$ cat src/rtl/mbus_pkg.sv
package mbus_pkg;

  typedef struct packed {
    logic cyc;
    logic lock;
    logic stb;
    logic we;
  } ctl_t;

  localparam ctl_t CTL_IDLE = '{cyc: 1'b0, lock: 1'b0, stb: 1'b0, we: 1'b0};

endpackage

$ cat src/rtl/mbus_grant_ctr.sv
module mbus_grant_ctr #(
  parameter int MST_BITS = 2,
  localparam int NM = 1 << MST_BITS
) (
  input  logic                clk,
  input  logic                rst,
  input  logic [NM-1:0]       m_cyc,
  output logic [MST_BITS-1:0] grant
);

  logic [MST_BITS-1:0] grant_q;
  logic                owner_busy;

  assign owner_busy = m_cyc[grant_q];

  always_ff @(posedge clk) begin
    if (rst) begin
      grant_q <= '0;
    end else if (!owner_busy) begin
      grant_q <= grant_q + 1'b1;
    end
  end

  assign grant = grant_q;

endmodule

$ cat src/rtl/mbus_req_mux.sv
module mbus_req_mux
  import mbus_pkg::*;
#(
  parameter int MST_BITS = 2,
  parameter int ADR_W    = 32,
  parameter int DAT_W    = 8,
  parameter int SEL_W    = 1,
  localparam int NM = 1 << MST_BITS
) (
  input  logic [MST_BITS-1:0] grant,
  input  logic [NM-1:0]       m_cyc,
  input  logic [NM-1:0]       m_lock,
  input  logic [NM-1:0]       m_stb,
  input  logic [NM-1:0]       m_we,
  input  logic [NM*ADR_W-1:0] m_adr,
  input  logic [NM*DAT_W-1:0] m_wdat,
  input  logic [NM*SEL_W-1:0] m_sel,
  output ctl_t                s_ctl,
  output logic [ADR_W-1:0]    s_adr,
  output logic [DAT_W-1:0]    s_wdat,
  output logic [SEL_W-1:0]    s_sel
);

  logic [ADR_W-1:0] adr_lane [NM];
  logic [DAT_W-1:0] dat_lane [NM];
  logic [SEL_W-1:0] sel_lane [NM];

  for (genvar i = 0; i < NM; i++) begin : g_lane
    assign adr_lane[i] = m_adr[i*ADR_W +: ADR_W];
    assign dat_lane[i] = m_wdat[i*DAT_W +: DAT_W];
    assign sel_lane[i] = m_sel[i*SEL_W +: SEL_W];
  end

  always_comb begin
    s_ctl  = CTL_IDLE;
    s_adr  = '0;
    s_wdat = '0;
    s_sel  = '0;
    if (m_cyc[grant]) begin
      s_ctl.cyc  = 1'b1;
      s_ctl.lock = m_lock[grant];
      s_ctl.stb  = m_stb[grant];
      s_ctl.we   = m_we[grant];
      s_adr      = adr_lane[grant];
      s_wdat     = dat_lane[grant];
      s_sel      = sel_lane[grant];
    end
  end

endmodule

$ cat src/rtl/mbus_req_reg.sv
module mbus_req_reg
  import mbus_pkg::*;
#(
  parameter int ADR_W = 32,
  parameter int DAT_W = 8,
  parameter int SEL_W = 1
) (
  input  logic             clk,
  input  logic             rst,
  input  logic             hold,
  input  ctl_t             in_ctl,
  input  logic [ADR_W-1:0] in_adr,
  input  logic [DAT_W-1:0] in_wdat,
  input  logic [SEL_W-1:0] in_sel,
  output ctl_t             out_ctl,
  output logic [ADR_W-1:0] out_adr,
  output logic [DAT_W-1:0] out_wdat,
  output logic [SEL_W-1:0] out_sel
);

  ctl_t             ctl_q;
  logic [ADR_W-1:0] adr_q;
  logic [DAT_W-1:0] wdat_q;
  logic [SEL_W-1:0] sel_q;

  always_ff @(posedge clk) begin
    if (rst) begin
      ctl_q  <= CTL_IDLE;
      adr_q  <= '0;
      wdat_q <= '0;
      sel_q  <= '0;
    end else if (!hold) begin
      ctl_q  <= in_ctl;
      adr_q  <= in_adr;
      wdat_q <= in_wdat;
      sel_q  <= in_sel;
    end
  end

  assign out_ctl  = ctl_q;
  assign out_adr  = adr_q;
  assign out_wdat = wdat_q;
  assign out_sel  = sel_q;

endmodule

$ cat src/rtl/mbus_resp_route.sv
module mbus_resp_route #(
  parameter int MST_BITS = 2,
  parameter int DAT_W    = 8,
  localparam int NM = 1 << MST_BITS
) (
  input  logic [MST_BITS-1:0] grant,
  input  logic [DAT_W-1:0]    d_rdat,
  input  logic                d_ack,
  input  logic                d_err,
  input  logic                d_rty,
  input  logic                d_stall,
  output logic [DAT_W-1:0]    m_rdat,
  output logic [NM-1:0]       m_ack,
  output logic [NM-1:0]       m_err,
  output logic [NM-1:0]       m_rty,
  output logic [NM-1:0]       m_stall
);

  for (genvar i = 0; i < NM; i++) begin : g_route
    logic hit;
    assign hit        = (grant == MST_BITS'(i));
    assign m_ack[i]   = hit & d_ack;
    assign m_err[i]   = hit & d_err;
    assign m_rty[i]   = hit & d_rty;
    assign m_stall[i] = hit & d_stall;
  end

  assign m_rdat = d_rdat;

endmodule

$ cat src/rtl/mbus_grant_stage.sv
module mbus_grant_stage
  import mbus_pkg::*;
#(
  parameter int MST_BITS = 2,
  parameter int ADR_W    = 32,
  parameter int DAT_W    = 8,
  parameter int SEL_W    = 1,
  localparam int NM = 1 << MST_BITS
) (
  input  logic                clk,
  input  logic                rst,
  input  logic [NM-1:0]       m_cyc,
  input  logic [NM-1:0]       m_lock,
  input  logic [NM-1:0]       m_stb,
  input  logic [NM-1:0]       m_we,
  input  logic [NM*ADR_W-1:0] m_adr,
  input  logic [NM*DAT_W-1:0] m_wdat,
  input  logic [NM*SEL_W-1:0] m_sel,
  output logic [DAT_W-1:0]    m_rdat,
  output logic [NM-1:0]       m_ack,
  output logic [NM-1:0]       m_err,
  output logic [NM-1:0]       m_rty,
  output logic [NM-1:0]       m_stall,
  output logic                d_cyc,
  output logic                d_lock,
  output logic                d_stb,
  output logic                d_we,
  output logic [ADR_W-1:0]    d_adr,
  output logic [DAT_W-1:0]    d_wdat,
  output logic [SEL_W-1:0]    d_sel,
  input  logic [DAT_W-1:0]    d_rdat,
  input  logic                d_ack,
  input  logic                d_err,
  input  logic                d_rty,
  input  logic                d_stall
);

  logic [MST_BITS-1:0] grant_idx;
  ctl_t                sel_ctl;
  logic [ADR_W-1:0]    sel_adr;
  logic [DAT_W-1:0]    sel_wdat;
  logic [SEL_W-1:0]    sel_sel;
  ctl_t                out_ctl;

  mbus_grant_ctr #(.MST_BITS(MST_BITS)) u_ctr (
    .clk   (clk),
    .rst   (rst),
    .m_cyc (m_cyc),
    .grant (grant_idx)
  );

  mbus_req_mux #(
    .MST_BITS(MST_BITS), .ADR_W(ADR_W), .DAT_W(DAT_W), .SEL_W(SEL_W)
  ) u_mux (
    .grant  (grant_idx),
    .m_cyc  (m_cyc),
    .m_lock (m_lock),
    .m_stb  (m_stb),
    .m_we   (m_we),
    .m_adr  (m_adr),
    .m_wdat (m_wdat),
    .m_sel  (m_sel),
    .s_ctl  (sel_ctl),
    .s_adr  (sel_adr),
    .s_wdat (sel_wdat),
    .s_sel  (sel_sel)
  );

  mbus_req_reg #(.ADR_W(ADR_W), .DAT_W(DAT_W), .SEL_W(SEL_W)) u_reg (
    .clk      (clk),
    .rst      (rst),
    .hold     (d_stall),
    .in_ctl   (sel_ctl),
    .in_adr   (sel_adr),
    .in_wdat  (sel_wdat),
    .in_sel   (sel_sel),
    .out_ctl  (out_ctl),
    .out_adr  (d_adr),
    .out_wdat (d_wdat),
    .out_sel  (d_sel)
  );

  assign d_cyc  = out_ctl.cyc;
  assign d_lock = out_ctl.lock;
  assign d_stb  = out_ctl.stb;
  assign d_we   = out_ctl.we;

  mbus_resp_route #(.MST_BITS(MST_BITS), .DAT_W(DAT_W)) u_resp (
    .grant   (grant_idx),
    .d_rdat  (d_rdat),
    .d_ack   (d_ack),
    .d_err   (d_err),
    .d_rty   (d_rty),
    .d_stall (d_stall),
    .m_rdat  (m_rdat),
    .m_ack   (m_ack),
    .m_err   (m_err),
    .m_rty   (m_rty),
    .m_stall (m_stall)
  );

endmodule

$ cat config.mk
export PLATFORM = sky130hd
export DESIGN_NAME = mbus_grant_stage
export DESIGN_NICKNAME = d
export VERILOG_FILES = /design/src/rtl/mbus_pkg.sv /design/src/rtl/mbus_grant_ctr.sv /design/src/rtl/mbus_req_mux.sv /design/src/rtl/mbus_req_reg.sv /design/src/rtl/mbus_resp_route.sv /design/src/rtl/mbus_grant_stage.sv
export SDC_FILE = /design/constraint.sdc
export NUM_CORES = 1
export LEC_CHECK = 0
export BUFFER_PORTS_ARGS = -buffer_cell sky130_fd_sc_hd__buf_2
export CAP_MARGIN = 10
export CORE_AREA = 2 2 103 105
export CTS_CLUSTER_SIZE = 14
export DETAILED_ROUTE_END_ITERATION = 16
export DIE_AREA = 0 0 105 107
export MAX_ROUTING_LAYER = met4
export PLACE_DENSITY = 0.71
export SETUP_SLACK_MARGIN = 0.05
export SYNTH_ARGS = -nofsm -noshare
export SYNTH_HDL_FRONTEND = slang
export SYNTH_SLANG_ARGS = --single-unit
$ cat constraint.sdc
create_clock -name clk -period 1.55 [get_ports clk]
set_input_delay 0.31 -clock clk [delete_from_list [all_inputs] [get_ports clk]]
set_output_delay 0.31 -clock clk [all_outputs]
set_load 0.02 [all_outputs]
==> run_results.csv, run 1 <==
group,metric,value,unit
timing,finalClockSkew,0.00492,ns
final_layout,final_area,0.00477,sq mm
timing,fin_crit_sh,107,%
final_layout,final_nets,732,
clocking,ctsHoldBuffers,0,
global_route,first_global_vias,3429,
power,p_comb_share,44.8,%
power,p_int,2.54,mW
clocking,htree_levels,2,
clocking,insertion_delay,0.29,ns
power,leakagePower,2.20,nW
clocking,clkTransAtPathRegs,0.08,ns
final_layout,layout_commonest_cell,"buf_2",
power,p_per_area,793,mW/mm^2
floorplan,die_y,107,microns
place,dp_hpwl,8810,microns
run_status,violations,"negative setup slack",
routing,ant_nets,0,
place,placed_cells,653,
power,switchingPower,1.24,mW
timing,fmax,0.601,GHz
final_layout,layoutNonFillerInstCount,671,
logic_synthesis,synthSimpleGateAreaFrac,14.8,%
floorplan,die_w,105,microns
routing,first_pass_iters,4,
clocking,numCtsBuffers,5,
worst_setup_path,crit_required,1.73,ns
timing,hold_viol,0,
final_layout,syn2layout_area_growth,56.3,%
routing,route.detailed.drc,0,
timing,finalSetupViolCount,49,
timing,rsz0062_at_grt,"yes",
place,gp_congestion,0.804,
global_route,grt_max_degree,31,
worst_setup_path,slowest_stage,"mux4_2",
timing,fin_crit,1.66,ns
logic_synthesis,synth_top_family_by_area,"multiplexers",
logic_synthesis,yosys-top-cells-area,"mux4_2 33%, dfxtp_1 31%, nand2_1 11%",
floorplan,core_area,0.0101,sq mm
power,power.share.clock,19.0,%
timing,layout_setup_ws,-0.115,ns
clocking,cts_buffer_depth,2,
logic_synthesis,synthMuxAreaShare,34.6,%
min_path,hold_path_class,"input port to flop",
floorplan,rows,37,
final_layout,antenna_cells,0,
logic_synthesis,synth_compound_area_share,9.52,%
place,port-buffer-count,246,
final_layout,final_cell_mix,"234 x buf_2, 91 x nand2_1, 45 x mux4_2, 45 x dfxtp_1, 43 x o22ai_1",
logic_synthesis,synthCells,297,
floorplan,die_area,0.0112,sq mm
power,peakVddDrop,356,uV
floorplan,boundaryPins,263,
global_route,antenna_found_initial,0,
logic_synthesis,syn_nets,495,
timing,worst_pin_slew,0.317,ns
worst_setup_path,setup.worst_path.end_class,"flop",
logic_synthesis,yosysWarnings,0,
worst_setup_path,worstPathCellList,"buf_12 -> mux4_2 -> buf_4 -> mux2i_1 -> nor2_1",
logic_synthesis,synth_xor_area_share,0,%
logic_synthesis,synth_adder_area_share,1.64,%
global_route,grt_use_total,19.5,%
routing,wl_per_cell,17.0,microns
clocking,clockRootBuffer,"clkbuf_8",
global_route,grt_pass1_wl,16900,microns
logic_synthesis,ys_ff_latch,47,
floorplan,start_util,30.2,%
logic_synthesis,syn_area,0.00305,sq mm
worst_setup_path,reg2reg_depth,5,
clocking,tritoncts,"yes",
final_layout,fillers,1008,
global_route,grt-ovfl-total,0,
logic_synthesis,yosysTopAreaCellShare,33.2,%
job,max_cap_viol_count,0,
logic_synthesis,syn_area_per_cell,10.3,sq um
final_layout,drive_gt1_share,64.9,%
logic_synthesis,yosys.area.top_type,"mux4_2",
timing,maxSlewViolCount,0,
logic_synthesis,yosysSeqAreaShare,30.8,%
worst_setup_path,critPathArrivalTime,1.85,ns
worst_setup_path,slowest_delay,0.60,ns
worst_setup_path,crit_path_max_fanout,6,
power,swShare,32.9,%
worst_setup_path,startpoint_type,"flop",
place,dpl_cell_area,0.00438,sq mm
logic_synthesis,synth_cell_types,18,
routing,finalWirelength,11400,microns
clocking,cts.sinks,47,
worst_setup_path,crit_type,"flop to flop",
power,power_frac_seq,36.2,%
routing,post_drt_via_cell_ratio,4.97,
min_path,min_path_cells,4,
routing,drtIter0Drc,146,
run_status,outcome,"finished, violations left",
timing,maxSlewHeadroom,78.8,%
routing,via_count,3332,
worst paths after layout:
kind,startpoint,end,slack (ns)
max,u_ctr.grant[0],u_reg.out_ctl[3],-0.11
min,m_cyc[2],u_ctr.grant[0],0.33
max reg2reg,u_ctr.grant[0],u_reg.out_ctl[3],-0.11
min reg2reg,u_reg.out_adr[0],u_reg.out_adr[0],0.48
cell families after synthesis:
logic type	count (synthesis)
flops	47
compound gates	47
simple gates	109
mux	49
buf+inv	41
fa+ha+maj	4
cell usage after synthesis:
cell type / n
buf_2: 3
buf_1: 3
buf_6: 9
dfxtp_1: 47
mux2i_1: 3
or2_2: 1
buf_4: 10
mux4_2: 45
inv_1: 2
a21oi_1: 2
clkbuf_1: 14
nand2_1: 91
and2_1: 16
ha_1: 4
nor2_1: 1
mux2_2: 1
o22ai_1: 44
o21ai_0: 1
power by group through the flow:
stage | Combinational [mW] | Sequential, mW | Clock (mW)
after floorplan | 0.940 | 1.50 | 0
after global placement | 1.47 | 1.40 | 0
after detailed placement | 1.51 | 1.40 | 0
after CTS | 1.64 | 1.37 | 0.755
after global routing | 1.82 | 1.38 | 0.803
final | 1.70 | 1.37 | 0.718
repair_timing:
action	in CTS	in global routing
pin swaps	1	2
setup buffers	5	3
cloned	1	2
setup endpoints to repair	18	62
resized for setup	43	5
sequential cells by signal, summed over array words and instances (netlist names):
| register | flops |
|---|---|
| u_reg.out_ctl | 4 |
| u_reg.out_wdat | 8 |
| u_reg.out_adr | 32 |
| u_reg.out_sel | 1 |
| u_ctr.grant | 2 |
stage by stage:
stage	hold slack [ns]	worst slack [ns]	util, %	power [mW]	TNS (ns)
floorplan	0.500	0.0454	-	2.44	0
CTS	0.322	-0.0523	46.3	3.76	-1.12
detailed placement	0.465	0.0550	43.4	2.91	0
global route	0.354	-0.142	47.2	4.01	-4.82
finish	0.333	-0.115	47.2	3.78	-1.97
global placement	0.455	0.0949	43.4	2.87	0
cell type report:
type | instances | area, sq um | area share, %
multi-input combinational | 209 | 1940 | 40.8
sequential | 47 | 948 | 19.9
timing repair buffer | 269 | 1620 | 33.9
clock buffer | 7 | 76.3 | 1.60
clock inverter | 1 | 5.00 | 0.105
tap | 136 | 170 | 3.57
inverter | 2 | 7.51 | 0.157
layer usage:
layer | vias up | part of all wire [%] | GRT usage, %
met4 | 0 | 2.3 | 5.52
li1 | 1557 | - | -
met3 | 19 | 6.2 | 4.44
met5 | - | 0 | -
met1 | 1596 | 39 | 21.7
met2 | 160 | 53 | 35.1
worst max-delay path: cells and delay by family, from the launching register on:
kind / cells / cell delay [ns]
buf+inv: 2 / 0.33
mux: 2 / 0.76
flops: 1 / 0.40
simple gates: 1 / 0.06
(Power assumes the default switching activity.)
==> run 2: changes to the inputs <==
TNS_END_PERCENT = 30   (was not set)
==> run 2 against run 1 <==
  * The flow still finishes with violations (negative setup slack)
  * Critical path depth did not move
  * Setup slack improved by 0.078 ns
  * Sequential power barely moved
  * Hold slack improved by 0.016 ns
  * Fmax rose by 4.9%
  * Clock power rose by 13%
  * Routed wire length fell by 4.2%
  * Global-route usage fell by 0.38 points
  * Non-clock buffer count fell by 4
  * Utilization fell by 0.57 points
  * Via count fell by 2.0%
  * Total power rose by 0.90%
  * Critical endpoint is now u_reg.out_adr[31]
  * Largest cell class unchanged
==> run_results.csv, run 2 (synthesis results as in run 1) <==
group,metric,value,unit
global_route,grt_max_degree,45,
power,leakagePower,2.17,nW
timing,rsz0062_at_grt,"yes",
place,dp_worst_setup_slack,0.0289,ns
final_layout,antenna_cells,0,
worst_setup_path,crit_path_max_fanout,25,
routing,wl_per_cell,16.3,microns
floorplan,die_w,105,microns
floorplan,core_area,0.0101,sq mm
timing,maxSlewViolCount,0,
floorplan,rows,37,
power,p_comb_share,42.7,%
run_status,violations,"negative setup slack",
place,port-buffer-count,246,
power,peakVddDrop,382,uV
floorplan,die_y,107,microns
clocking,clkTransAtPathRegs,0.09,ns
clocking,cts_buffer_depth,2,
clocking,clockRootBuffer,"clkbuf_8",
global_route,grt_use_total,19.1,%
run_status,outcome,"finished, violations left",
final_layout,final_nets,728,
clocking,insertion_delay,0.29,ns
power,power.share.clock,21.3,%
routing,first_pass_iters,4,
clocking,numCtsBuffers,5,
place,dp_hpwl,8480,microns
timing,worst_pin_slew,0.328,ns
clocking,htree_levels,2,
clocking,cts.sinks,47,
power,switchingPower,1.23,mW
timing,finalClockSkew,0.00781,ns
final_layout,largest_register_ffs,32,
timing,fmax,0.630,GHz
routing,wl_met2,5820,microns
timing,fin_crit_sh,102,%
worst_setup_path,setup.worst_path.end_class,"flop",
routing,route.detailed.drc,0,
power,power_frac_seq,36.0,%
routing,wl_met3,719,microns
timing,fin_crit,1.59,ns
routing,post_drt_via_cell_ratio,4.89,
floorplan,boundaryPins,263,
place,dpl_cell_area,0.00439,sq mm
power,swShare,32.3,%
power,totalPowerFinal,3.82,mW
routing,via_count,3264,
timing,hold_viol,0,
place,gp_congestion,0.827,
worst_setup_path,crit_required,1.72,ns
floorplan,start_util,30.2,%
final_layout,regArea,948,sq um
global_route,grt-ovfl-total,0,
worst_setup_path,crit_type,"flop to flop",
final_layout,final_area,0.00471,sq mm
final_layout,fillers,995,
routing,wirelength_met1,4310,microns
clocking,tritoncts,"yes",
timing,finalSetupViolCount,41,
routing,drtIter0Drc,108,
floorplan,die_area,0.0112,sq mm
routing,ant_nets,0,
routing,finalWirelength,10900,microns
min_path,hold_path_class,"input port to flop",
global_route,grt_pass1_wl,16600,microns
final_layout,layout_commonest_cell,"buf_2",
final_layout,multi_input_area,0.00194,sq mm
final_layout,syn2layout_area_growth,54.4,%
global_route,antenna_found_initial,0,
clocking,ctsHoldBuffers,0,
worst_setup_path,critPathArrivalTime,1.76,ns
timing,maxSlewHeadroom,78.1,%
job,max_cap_viol_count,0,
routing,top_layer,"met4",
global_route,first_global_vias,3293,
final_layout,final_cell_mix,"234 x buf_2, 91 x nand2_1, 45 x mux4_2, 45 x dfxtp_1, 44 x o22ai_1",
worst_setup_path,startpoint_type,"flop",
timing,layout_setup_ws,-0.0370,ns
power,p_int,2.59,mW
final_layout,drive_gt1_share,64.6,%
power,p_per_area,810,mW/mm^2
-- run 2: cell types whose count changed in the layout (fill, tap and decap cells not counted), sizes merged --
cell,change
buf,-2
clkbuf,-1
clkinv,-1
-- run 2: final cells by class --
class	count	share of cell area [%]
Tap cell	136	3.61
Clock buffer	8	2.12
Inverter	2	0.212
Multi-Input combinational cell	209	41.1
Timing Repair Buffer	265	32.8
Sequential cell	47	20.1
-- run 2: critical path, stage by stage, from the launching register on --
cell and delay, ns:
dfxtp_4 0.40, buf_12 0.15, mux4_2 0.56, buf_12 0.19
nand2_1 0.08, o22ai_1 0.08
-- run 2: per-layer routing --
metal  vias up  GRT usage (%)
met5         -              -
met4         0           4.29
met3         6           3.95
met2       143           34.2
met1      1559           22.2
li1       1556              -
-- run 2: power groups by stage --
| stage | logic, mW | clock network (mW) | registers [mW] |
|---|---|---|---|
| 2_1_floorplan | 0.940 | 0 | 1.50 |
| 3_5_place_dp | 1.50 | 0 | 1.41 |
| 3_3_place_gp | 1.46 | 0 | 1.40 |
| 6_report | 1.63 | 0.812 | 1.37 |
| 4_1_cts | 1.63 | 0.859 | 1.37 |
| 5_1_grt | 1.75 | 0.900 | 1.38 |
-- run 2: what timing repair did --
| item | 4_1_cts | 5_1_grt |
|---|---|---|
| setup endpoints to repair | 37 | 61 |
| gates resized for setup | 45 | 0 |
| pin swaps | 3 | 0 |
| endpoints found under the hold margin | 0 | 0 |
| gates cloned | 1 | 0 |
| buffers inserted | 6 | 0 |
-- run 2: worst paths after layout --
check             cells past startpoint              start  slack (ns)           endpoint
setup / recovery                      5     u_ctr.grant[0]       -0.04  u_reg.out_adr[31]
setup reg to reg                      5     u_ctr.grant[0]       -0.04  u_reg.out_adr[31]
hold / removal                        4           m_cyc[0]        0.35     u_ctr.grant[0]
hold reg to reg                       2  u_reg.out_adr[25]        0.48  u_reg.out_adr[25]
-- run 2: metrics by stage --
step                util [%]  hold slack (ns)  setup TNS, ns  cells
detailed placement      43.5            0.464              0    652
CTS                     46.7            0.317         -0.346    667
floorplan                  -            0.508              0    297
global placement        43.5            0.456              0    652
finish                  46.7            0.350         -0.418    667
global route            46.7            0.353          -3.28    667
==> run 3: changes to the inputs <==
ABC_CLOCK_PERIOD_IN_PS = 1550   (was not set)
MAX_ROUTING_LAYER = not set   (was met4)
==> run 3 against run 2 <==
  * The flow still finishes with violations (negative setup slack)
  * Final cell count unchanged
  * Via count down 0.55%
  * Die area is the same
  * Routed wire length about the same
  * Total power is essentially flat
  * Non-clock buffer count did not move
  * Register-to-register slack hardly changed
  * Clock power about the same
  * Sequential power hardly changed
  * First-iteration DRC count grew 0.93%
  * Global-route usage fell by 0.50 points
  * Largest cell class unchanged
==> run_results.csv, run 3 (synthesis results as in run 1) <==
group,metric,value,unit
run_status,outcome,"finished, violations left",
run_status,violations,"negative setup slack",
timing,hold_viol,0,
final_layout,layout_commonest_cell,"buf_2",
clocking,numCtsBuffers,5,
place,dp_hpwl,8480,microns
power,p_per_area,810,mW/mm^2
timing,worst_pin_slew,0.325,ns
timing,maxSlewViolCount,0,
global_route,grt_max_degree,45,
routing,ant_nets,0,
power,leakagePower,2.17,nW
final_layout,final_area,0.00471,sq mm
routing,first_pass_iters,4,
final_layout,finalCoreUtilization,46.7,%
routing,wl_per_cell,16.3,microns
job,max_cap_viol_count,0,
worst_setup_path,crit_required,1.72,ns
clocking,tritoncts,"yes",
worst_setup_path,startpoint_type,"flop",
final_layout,antenna_cells,0,
floorplan,boundaryPins,263,
clocking,clockRootBuffer,"clkbuf_8",
floorplan,die_w,105,microns
global_route,grt_use_total,18.6,%
final_layout,regArea,948,sq um
routing,finalWirelength,10900,microns
floorplan,die_y,107,microns
timing,fin_crit,1.58,ns
final_layout,fillers,995,
global_route,grt-ovfl-total,0,
floorplan,core_area,0.0101,sq mm
final_layout,drive_gt1_share,64.6,%
final_layout,final_cell_mix,"234 x buf_2, 91 x nand2_1, 45 x mux4_2, 45 x dfxtp_1, 44 x o22ai_1",
floorplan,rows,37,
timing,fmax,0.634,GHz
timing,finalClockSkew,0.00746,ns
routing,post_drt_via_cell_ratio,4.87,
global_route,first_global_vias,3298,
worst_setup_path,setup.worst_path.end_class,"flop",
floorplan,start_util,30.2,%
routing,drtIter0Drc,109,
clocking,insertion_delay,0.29,ns
worst_setup_path,crit_path_max_fanout,25,
worst_setup_path,crit_type,"flop to flop",
place,port-buffer-count,246,
final_layout,multi_input_area,0.00194,sq mm
clocking,clkTransAtPathRegs,0.09,ns
power,peakVddDrop,382,uV
clocking,cts.sinks,47,
final_layout,largest_register_ffs,32,
place,dpl_cell_area,0.00439,sq mm
final_layout,syn2layout_area_growth,54.4,%
place,gp_congestion,0.815,
timing,rsz0062_at_grt,"yes",
routing,route.detailed.drc,0,
timing,fin_crit_sh,102,%
min_path,hold_path_class,"input port to flop",
timing,layout_setup_ws,-0.0264,ns
clocking,htree_levels,2,
clocking,cts_buffer_depth,2,
clocking,ctsHoldBuffers,0,
global_route,antenna_found_initial,0,
global_route,grt_pass1_wl,16600,microns
floorplan,die_area,0.0112,sq mm
timing,maxSlewHeadroom,78.3,%
timing,finalSetupViolCount,31,
final_layout,final_nets,728,
timing,whs,0.356,ns
routing,via_count,3246,
worst_setup_path,critPathArrivalTime,1.75,ns
[run 3: critical path: stages (launching register included)]
cell	delay (ns)
dfxtp_4	0.40
buf_12	0.14
mux4_2	0.56
buf_12	0.19
nand2_1	0.07
o22ai_1	0.07
[run 3: per-stage QoR]
| stage | power, mW | cells | worst slack, ns | TNS, ns |
|---|---|---|---|---|
| after global placement | 2.86 | 652 | 0.0714 | 0 |
| after detailed placement | 2.90 | 652 | 0.0289 | 0 |
| final | 3.82 | 667 | -0.0264 | -0.261 |
| after CTS | 3.86 | 667 | -0.0283 | -0.346 |
| after global routing | 4.04 | 667 | -0.0840 | -3.28 |
| after floorplan | 2.44 | 297 | 0.0117 | 0 |
[run 3: area by class of cell]
cell class,count,share of cell area (%)
flip-flops and latches,47,20.1
inverters,2,0.212
multi-input cells,209,41.1
repair buffers,265,32.8
clock buffers,8,2.12
well taps,136,3.61
[run 3: where the power goes]
group / internal (mW) / leakage [nW] / switching, mW
Combinational: 0.869 / 1.74 / 0.760
Clock: 0.408 / 0.0515 / 0.405
Sequential: 1.31 / 0.385 / 0.0662
Total: 2.58 / 2.17 / 1.23
[run 3: repair_timing]
item	CTS	global route
setup buffers	6	0
resized for setup	45	0
gates cloned	1	0
pin swaps	3	0
setup endpoints to repair	37	61
[run 3: worst paths after layout]
path	slack, ns	depth (start not counted)	startpoint	to
worst max-delay path	-0.03	5	u_ctr.grant[0]	u_reg.out_adr[31]
worst min-delay path	0.36	4	m_cyc[0]	u_ctr.grant[0]
worst max register to register	-0.03	5	u_ctr.grant[0]	u_reg.out_adr[31]
worst min register to register	0.48	2	u_reg.out_adr[13]	u_reg.out_adr[13]
[run 3: routing by layer]
metal | wire, microns | track usage [%] | part of all wire, %
met1 | 4200 | 22.0 | 39
met5 | 0 | 0 | 0
met4 | 65 | 4.29 | 0.60
met3 | 813 | 4.50 | 7.5
met2 | 5810 | 34.1 | 53
